[src/rtl/cda_pkg.sv]
package cda_pkg;

  // Register offsets; software and neighbouring logic decode these.
  localparam logic [7:0] OFF_COUNT    = 8'h20;
  localparam logic [7:0] OFF_PEND     = 8'h30;
  localparam logic [7:0] OFF_WEEKPEND = 8'h4C;

  // Single-bit enable registers, in index order:
  // run, interrupt, wakeup, weekly enable, weekly interrupt enable.
  localparam int unsigned NUM_EN  = 5;
  localparam int unsigned EN_RUN  = 0;
  localparam int unsigned EN_IRQ  = 1;
  localparam int unsigned EN_WAKE = 2;
  localparam logic [7:0] EN_OFFS [NUM_EN] = '{8'h28, 8'h2C, 8'h50, 8'h44, 8'h48};

  // Strobes from control to datapath.
  typedef struct packed {
    logic load;
    logic dec;
  } cdaStrobe_t;

endpackage

[src/rtl/cda_counter.sv]
module cda_counter
  import cda_pkg::*;
#(
  parameter int unsigned CNT_W = 32
) (
  input  logic             clk,
  input  logic             rstN,
  input  cdaStrobe_t       strobe,
  input  logic [CNT_W-1:0] loadVal,
  output logic [CNT_W-1:0] count,
  output logic             isZero,
  output logic             isOne
);

  localparam logic [CNT_W-1:0] ONE = CNT_W'(1);

  always_ff @(posedge clk or negedge rstN) begin
    if (!rstN)            count <= '0;
    else if (strobe.load) count <= loadVal;
    else if (strobe.dec)  count <= count - ONE;
  end

  assign isZero = (count == '0);
  assign isOne  = (count == ONE);

  // a decrement lowers the count by exactly one
  p_dec_step_r3: assert property (@(posedge clk) disable iff (!rstN)
    strobe.dec && !strobe.load |=> count == $past(count) - ONE);

  // an empty counter stays empty unless loaded
  p_no_wrap_r4: assert property (@(posedge clk) disable iff (!rstN)
    isZero && !strobe.load |=> isZero);

  // a load takes the written value
  p_load_r10: assert property (@(posedge clk) disable iff (!rstN)
    strobe.load |=> count == $past(loadVal));

endmodule

[src/rtl/cda_ctrl.sv]
module cda_ctrl
  import cda_pkg::*;
#(
  parameter int unsigned ADDR_W = 8,
  parameter int unsigned DATA_W = 32,
  parameter int unsigned CNT_W  = 32
) (
  input  logic              clk,
  input  logic              rstN,
  input  logic              wrEn,
  input  logic [ADDR_W-1:0] addr,
  input  logic              wrBit,
  input  logic              tick,
  input  logic [CNT_W-1:0]  count,
  input  logic              isZero,
  input  logic              isOne,
  output cdaStrobe_t        strobe,
  output logic [DATA_W-1:0] rdData,
  output logic              irq,
  output logic              wakeup
);

  logic [NUM_EN-1:0] enBits;
  logic pending;
  logic clrHit;
  logic expire;

  for (genvar g = 0; g < NUM_EN; g++) begin : g_en
    logic bitQ;
    always_ff @(posedge clk or negedge rstN) begin
      if (!rstN)
        bitQ <= 1'b0;
      else if (wrEn && addr == ADDR_W'(EN_OFFS[g]))
        bitQ <= wrBit;
    end
    assign enBits[g] = bitQ;
  end

  always_comb begin
    strobe.load = wrEn && (addr == ADDR_W'(OFF_COUNT));
    strobe.dec  = tick && enBits[EN_RUN] && !isZero && !strobe.load;
  end

  assign expire = strobe.dec && isOne;
  assign clrHit = wrEn && (addr == ADDR_W'(OFF_PEND)) && wrBit;

  // Expiry has priority over a clear in the same cycle.
  always_ff @(posedge clk or negedge rstN) begin
    if (!rstN)       pending <= 1'b0;
    else if (expire) pending <= 1'b1;
    else if (clrHit) pending <= 1'b0;
  end

  assign irq    = pending && enBits[EN_IRQ];
  assign wakeup = pending && enBits[EN_WAKE];

  always_comb begin
    rdData = '0;
    if (addr == ADDR_W'(OFF_COUNT)) rdData = DATA_W'(count);
    if (addr == ADDR_W'(OFF_PEND))  rdData = DATA_W'(pending);
    // The weekly pending bit is never set, so OFF_WEEKPEND reads 0.
    for (int i = 0; i < NUM_EN; i++)
      if (addr == ADDR_W'(EN_OFFS[i])) rdData = DATA_W'(enBits[i]);
  end

  // the final tick raises pending
  p_expire_sets_r5: assert property (@(posedge clk) disable iff (!rstN)
    strobe.dec && isOne |=> pending);

  // pending stays set until a clear write
  p_sticky_r5: assert property (@(posedge clk) disable iff (!rstN)
    pending && !clrHit |=> pending);

  // a clear without a competing expiry empties the flag
  p_clear_r6: assert property (@(posedge clk) disable iff (!rstN)
    clrHit && !(tick && isOne && enBits[EN_RUN] && !strobe.load) |=> !pending);

  // pending only rises after a tick seen at count one
  p_rise_cause_r4: assert property (@(posedge clk) disable iff (!rstN)
    $rose(pending) |-> $past(tick) && $past(isOne));

endmodule

[src/rtl/sec_countdown_alarm.sv]
module sec_countdown_alarm
  import cda_pkg::*;
#(
  parameter int unsigned ADDR_W = 8,
  parameter int unsigned DATA_W = 32,
  parameter int unsigned CNT_W  = 32
) (
  input  logic              clk,
  input  logic              rstN,
  input  logic              wrEn,
  input  logic [ADDR_W-1:0] addr,
  input  logic [DATA_W-1:0] wrData,
  output logic [DATA_W-1:0] rdData,
  input  logic              tick,
  output logic              irq,
  output logic              wakeup
);

  cdaStrobe_t       strobe;
  logic [CNT_W-1:0] count;
  logic             isZero;
  logic             isOne;

  cda_ctrl #(.ADDR_W(ADDR_W), .DATA_W(DATA_W), .CNT_W(CNT_W)) i_ctrl (
    .clk    (clk),
    .rstN   (rstN),
    .wrEn   (wrEn),
    .addr   (addr),
    .wrBit  (wrData[0]),
    .tick   (tick),
    .count  (count),
    .isZero (isZero),
    .isOne  (isOne),
    .strobe (strobe),
    .rdData (rdData),
    .irq    (irq),
    .wakeup (wakeup)
  );

  cda_counter #(.CNT_W(CNT_W)) i_counter (
    .clk     (clk),
    .rstN    (rstN),
    .strobe  (strobe),
    .loadVal (wrData[CNT_W-1:0]),
    .count   (count),
    .isZero  (isZero),
    .isOne   (isOne)
  );

endmodule

[config.mk]
export PLATFORM = sky130hd
export DESIGN_NAME = sec_countdown_alarm
export DESIGN_NICKNAME = d
export VERILOG_FILES = /design/src/rtl/cda_pkg.sv /design/src/rtl/cda_counter.sv /design/src/rtl/cda_ctrl.sv /design/src/rtl/sec_countdown_alarm.sv
export SDC_FILE = /design/constraint.sdc
export NUM_CORES = 1
export LEC_CHECK = 0
export ABC_AREA = 1
export BUFFER_PORTS_ARGS = -buffer_cell sky130_fd_sc_hd__buf_2
export CORE_ASPECT_RATIO = 0.9
export CORE_UTILIZATION = 48
export DETAILED_ROUTE_END_ITERATION = 7
export PLACE_DENSITY = 0.73
export SKIP_CTS_REPAIR_TIMING = 1
export SYNTH_ARGS = -nofsm -noshare
export SYNTH_HDL_FRONTEND = slang
export SYNTH_SLANG_ARGS = --single-unit
[constraint.sdc]
create_clock -name clk -period 2.04 [get_ports clk]
set_input_delay 0.102 -clock clk [delete_from_list [all_inputs] [get_ports clk]]
set_output_delay 0.102 -clock clk [all_outputs]
set_load 0.05 [all_outputs]
After elaboration in Yosys (flattened, before gate mapping)
Cells that the tools add are included.
{ "classes": {"addsub": 1, "n_reduce_logical": 19, "n_eq_ne": 8, "n_mux": 11} }
{ "op_table": {"columns": ["operator", "count"], "rows": [
  ["$mux W32", 9],
  ["$eq A32 B1 Y1 const B", 1],
  ["$eq A8 B6 Y1 const B", 4],
  ["$logic_not A32 Y1", 1],
  ["$sub A32 B1 Y32 const B", 1],
  ["$eq A8 B7 Y1 const B", 3],
  ["$logic_and A1 B1 Y1", 14],
  ["$reduce_bool A2 Y1", 2],
  ["$logic_not A1 Y1", 2],
  ["$mux W1", 2]
]} }
{ "totals": {"output_inout_bits": 34, "input_bits": 44, "elab_cells": 46, "reg_bits": 38} }

Longest topological paths before layout
Gate-level depths: netlist of the first run.
{ "depth": {"word_depth": 8, "mapped_depth": 12, "depth_no_buf": 12} }

Modules after synthesis
From an unflattened synthesis of the first run, not the netlist that was laid out.
{ "hier_totals": {"hier_cells": 466, "area_unflattened_um2": 3175.5} }
{ "by_module_without_submodules": {"columns": ["mod", "instances", "cells_each", "seq_area_each_um2", "area_each_um2"], "rows": [
  ["cda_counter", 1, 320, 800.8, 2307.2],
  ["cda_ctrl", 1, 146, 150.1, 868.3]
]} }

Worst setup path after synthesis of the first run
OpenSTA, ideal clock, no wires.
{ "synth_path": {"path_kind": "flip-flop to flip-flop", "start": "register i_counter.count[0]", "end": "register i_counter.count[11]", "n_path_buf": 1, "t_arrival_ns": 1.644, "stages_incl_launch_ff": 11, "t_required_ns": 1.922, "path_slack_ns": 0.278, "period_less_slack_ns": 1.762, "setup_ns": 0.118, "cell_sequence": "dfrtp_1 -> inv_1 -> ha_1 -> nand2_4 -> nor2_8 -> nand2_4 -> o21bai_4 -> nand2_4 -> buf_6 -> nand2_2 -> o21ai_2"} }
{ "synth_between": {"elab_chain_cells": 5, "elab_cells_between_ends": 8, "classes_between": "1 x add/sub; 2 x mux; 5 x reduce/logical"} }
{ "synth_lines": {"columns": ["item", "line_no", "rtl"], "rows": [
  ["start, declared", "cda_counter.sv:10", "output logic [CNT_W-1:0] count,"],
  ["start signal, assigned", "cda_counter.sv:19", "else if (strobe.load) count <= loadVal;"],
  ["start signal, assigned", "cda_counter.sv:20", "else if (strobe.dec) count <= count - ONE;"],
  ["parallel branches: the longest is 5 deep, another holds $sub A32 B1 Y32", null, null]
]} }
Parallel ways; which one is timed is not known. The select of a mux whose other input is x is not followed.
A chain may end at the register's enable or synchronous reset.

Final worst setup path of the first run
{ "layout_path": {"start": "register i_counter.count[0]", "end": "register i_counter.count[4]"} }
The elaborated chain is that of the path after synthesis.

==> results of run 1 <==
==> cell families after synthesis <==
| family | synth area share, % |
|---|---|
| buf+inv | 9.281 |
| flops | 28.91 |
| simple gates | 51.54 |
| xor+xnor | 1.598 |
| compound gates | 7.912 |
| fa+ha+maj | 0.7606 |
==> how the worst max path moves through the flow <==
stage | slack, ps | startpoint | depth (start not counted) | to
after floorplan | 280 | i_counter.count[0] | 10 | i_counter.count[11]
after global placement | 70 | i_counter.count[0] | 10 | i_counter.count[10]
after detailed placement | -50 | i_counter.count[0] | 10 | i_counter.count[10]
after CTS | -70 | i_counter.count[0] | 10 | i_counter.count[10]
after global routing | 2 | i_counter.count[2] | 8 | i_counter.count[19]
final | 120 | i_counter.count[0] | 9 | i_counter.count[4]
==> per-layer routing <==
metal  routed length (µm)  up-vias
met3                  614       15
met1                 4403     1686
met5                    0        -
li1                     -     1836
met2                 4278      131
met4                  146        0
==> Yosys cell counts (all sizes together) <==
library cell	count
nand4	10
dfrtp	38
o21bai	1
xor2	5
nor3	4
buf	12
o31ai	3
nor2	104
ha	2
clkbuf	3
nand3	53
nand2	206
nor4	2
xnor2	1
inv	54
o21ai	34
==> registers in the layout, indices dropped and copies added, names as in the netlist <==
signal / count
i_counter.count: 32
i_ctrl.pending: 1
i_ctrl.g_en.bitQ: 5
==> cell type report <==
cell class	instances	area, µm²
Fill cell	702	2636
Multi-Input combinational cell	426	2066
Sequential cell	38	950.9
Timing Repair Buffer	93	509.2
Inverter	54	202.7
Tap cell	90	112.6
Clock buffer	5	68.82
Clock inverter	3	40.04
==> per-stage QoR <==
step / setup TNS, ps / instances / utilization (%) / setup slack (ps)
detailed placement: -167.2 / 700 / 57.77 / -46.04
CTS: -361.3 / 708 / 59.42 / -65.73
finish: 0 / 709 / 59.97 / 116.5
global placement: 0 / 700 / 57.77 / 69.61
floorplan: 0 / 532 / - / 277.6
global route: 0 / 709 / 59.97 / 2.343
==> power by group through the flow <==
| stage | logic [W] | registers [W] | clock network (W) |
|---|---|---|---|
| 2_1_floorplan | 0.000896 | 0.00107 | 0 |
| 3_3_place_gp | 0.00113 | 0.00111 | 0 |
| 3_5_place_dp | 0.00117 | 0.00111 | 0 |
| 4_1_cts | 0.00118 | 0.00110 | 0.000661 |
| 5_1_grt | 0.00138 | 0.00113 | 0.000687 |
| 6_report | 0.00122 | 0.00111 | 0.000654 |
==> critical path, cell delays in order, from the launching register on <==
cell      delay [ps]
dfrtp_1          420
inv_1            170
ha_4             200
nand2_4           80
nor2_8           200
nand2_4           80
o21bai_4         250
nand2_4          230
nand2_2          120
o21ai_2           50
==> impl_metrics.toml, run 1 <==
[drt]
ant_nets = 0
drcViolationCount = 0
wl_um = 9443
drtPass1Iterations = 5
viasPerCell = 5.173
wl_per_cell_um = 13.32
drt_iter0_drc = 209
route.vias.total = 3668

[sta]
slew_violations = 0
slew_headroom_pct = 40.15
hold_viol = 38
max_freq_mhz = 519.9
max_slew.worst_pin.slew_ps = 897.8
fin_crit_sh_pct = 94.29
setup_viol = 0
finClkSkew_ps = 10.73
final.min_clock_period_ps = 1923
rsz0062_at_grt = "false"
holdWs_ps = -77.60

[clock_tree]
ctsRootBufferMaster = "clkbuf_8"
clk_latency_ps = 300
cts_tree = "done"
cts_num_sinks = 38
clk_path_buf_depth = 2
path_clk_slew_ps = 80
h-tree-depth = 2
numCtsBuffers = 5

[power_and_ir_drop]
p_clk_share_pct = 22.0
cell_internal_pwr_w = 0.001713
power_density_nw_per_um2 = 753.7
net-switching-power_w = 0.001264
seqPwrFrac_pct = 37.2
p_comb_share_pct = 40.8
p_leak_nw = 2.138
ir_worst_vdd_uv = 393.6
p_sw_share_pct = 42.47
power_w = 0.002977

[worst_setup_path]
r2r_start = "i_counter.count[0]"
cp-start-kind = "flip-flop"
end_kind = "flip-flop"
timing.rr.end = "i_counter.count[4]"
crit_fanout = 15
r2r_cells = 9
critical_path_class = "flip-flop to flip-flop"
worstPathRequired_ps = 2220
cp.arrival_ps = 2100
r2r_slack_ps = 120

[synthesis]
syn_area_um2 = 3289
ys_types = 27
syn_avg_cell_area_um2 = 6.183
synth_top_area_cell = "dfrtp_1"
ys_ff_latch = 38
yosysWarnings = 0
synth_fp_nets = 578
postSynthCellCount = 532
synthTopCellsByArea = "dfrtp_1 29%, nand2_1 21%, nor2_1 10%"
synth_top_area_share_pct = 28.91
ys_seq_area_share_pct = 28.91

[global_routing]
met2_usage_pct = 46.11
antenna_found_initial = 0
grt_pass1_vias = 3417
grt-ovfl-total = 0
grt_use_met1_pct = 37.32
grt_first_pass_wirelength_um = 15400
busiest_layer = "met2"
grt_max_degree = 39
met3_usage_pct = 3.392
track_usage_pct = 27.76

[floorplan]
core_area_um2 = 6586
rows = 28
die-area_um2 = 7189
die_h_um = 80.54
die_x_um = 89.26
initial_utilization_pct = 49.94
io-pin-count = 78

[status]
status = "finished with violations"
violations = "hold timing"

[finish]
drive_gt1_share_pct = 24.56
final_common_cell = "nand2_1"
final_design_area_no_fill_um2 = 3950
nNetsFinal = 664
diodes = 0
synthToLayoutAreaGrowth_pct = 20.08
final_cell_mix = "186 x nand2_1, 91 x nor2_1, 77 x buf_2"

[placement]
place_area_um2 = 3805
dp_hpwl_um = 6989
place.gp.congestion = 0.9313
port_buffers = 77

[hold_path]
hold_class = "input port to async pin"

[flow_run]
drv_cap = 0
(Power assumes the default switching activity.)
==> run 2: changes to the inputs <==
--- a/config.mk
+++ b/config.mk
@@ -7,7 +7,7 @@
 export LEC_CHECK = 0
 export ABC_AREA = 1
 export BUFFER_PORTS_ARGS = -buffer_cell sky130_fd_sc_hd__buf_2
-export CORE_ASPECT_RATIO = 0.9
+export CORE_ASPECT_RATIO = 1.25
 export CORE_UTILIZATION = 48
 export DETAILED_ROUTE_END_ITERATION = 7
 export PLACE_DENSITY = 0.73
==> constraint.sdc (replaced) <==
create_clock -name clk -period 2.04 [get_ports clk]
set_input_delay 0.612 -clock clk [delete_from_list [all_inputs] [get_ports clk]]
set_output_delay 0.612 -clock clk [all_outputs]
set_load 0.05 [all_outputs]
==> impl_metrics.toml, run 2 (synthesis gave the netlist of run 1 again) <==
[status]
status = "finished with violations"
violations = "setup timing"

[flow_run]
drv_cap = 0

[placement]
dp_hpwl_um = 7299
port_buffers = 77
place.gp.congestion = 0.9328
dp_cells = 706

[clock_tree]
path_clk_slew_ps = 90
clk_latency_ps = 290
h-tree-depth = 2
numCtsBuffers = 5
cts_num_sinks = 38
ctsRootBufferMaster = "clkbuf_8"
clk_path_buf_depth = 2
cts_tree = "done"

[worst_setup_path]
critical_path_class = "input port to primary output"
cp-start-kind = "input port"
crit_fanout = 3
worstPathRequired_ps = 1430
end_kind = "primary output"
cp.arrival_ps = 1630

[finish]
drive_gt1_share_pct = 33.23
top_register = "i_counter.count"
final_cells = 716
final_common_cell = "nand2_1"
synthToLayoutAreaGrowth_pct = 43.48
reg.largest.list = "i_counter.count x32, i_ctrl.g_en.bitQ x5, i_ctrl.pending x1"
diodes = 0
nNetsFinal = 674
largest_reg_flops = 32
final_cell_mix = "181 x nand2_1, 58 x nor2_1, 53 x nand3_1"

[floorplan]
die_x_um = 76.04
core_area_um2 = 6606
die-area_um2 = 7190
die_h_um = 94.56
rows = 33
initial_utilization_pct = 49.79
io-pin-count = 78

[drt]
drtPass1Iterations = 5
viasPerCell = 5.173
wl_um = 9706
route.vias.total = 3704
drcViolationCount = 0
drt_iter0_drc = 192
ant_nets = 0
wl_per_cell_um = 13.56

[hold_path]
hold_class = "input port to async pin"

[sta]
setup_viol = 32
slew_headroom_pct = 66.90
max_freq_mhz = 446.4
max_slew.worst_pin.slew_ps = 496.5
final.min_clock_period_ps = 2240
fin_crit_sh_pct = 109.8
setup_ws_ps = -200.4
hold_viol = 0
finClkSkew_ps = 8.313
slew_violations = 0
rsz0062_at_grt = "true"
setup_tns_ps = -3948

[global_routing]
grt_first_pass_wirelength_um = 15440
antenna_found_initial = 0
grt_pass1_vias = 3447
grt_max_degree = 38
grt-ovfl-total = 0
track_usage_pct = 26.67

[power_and_ir_drop]
ir_worst_vdd_uv = 607.8
power_density_nw_per_um2 = 634.7
p_leak_nw = 2.296
## run 2: per-stage QoR
stage / utilization, % / setup WS, ps / power, W / instance area, µm² / hold WS [ps]
floorplan: - / -128.7 / 0.002052 / 3631 / 316.4
global placement: 64.79 / -231.8 / 0.002371 / 4280 / 496.1
detailed placement: 64.79 / -277.8 / 0.002400 / 4280 / 523.8
CTS: 66.17 / -275.4 / 0.002972 / 4372 / 282.7
global route: 71.44 / -290.5 / 0.003212 / 4720 / 300.3
finish: 71.44 / -200.4 / 0.002996 / 4720 / 270.3
## run 2: path summary, 6_finish.rpt
check                               startpoint                   to  slack (ps)  cells after the start
min in group clk                    wrData[31]  i_counter.count[31]         530                      3
hold reg to reg            i_ctrl.g_en[3].bitQ  i_ctrl.g_en[3].bitQ         550                      2
setup reg to reg            i_counter.count[0]   i_counter.count[8]         160                     10
max in group asynchronous                 rstN  i_counter.count[14]        1270                      2
setup / recovery                       addr[5]            rdData[0]        -200                      7
hold / removal                            rstN  i_counter.count[20]         270                      1
## run 2: critical path, stage by stage
cell and delay [ps]:
buf_4 130, nor2_2 110, nand2_1 90, nor4_2 250, nand2_1 100, nand4_1 140, buf_6 170
## run 2: power by group
part	internal (W)	switching, W
Sequential	0.000900	0.000197
Combinational	0.000477	0.000852
Clock	0.000274	0.000296
## run 2: per-layer routing
layer	routed length (µm)	GRT usage, %	vias to the layer above
met5	0	0	-
met4	174	8.173	0
met3	481	3.575	23
met2	5078	49.24	125
met1	3971	32.33	1686
li1	-	-	1870
## run 2: area by class of cell
type                       count  area, µm²
clock buffer                   7      86.33
clock inverter                 1      5.005
fill                         537       1887
inverter                      54      240.2
multi-input combinational    425       2346
sequential                    38      950.9
tap                           87      108.9
timing repair buffer         104      982.2
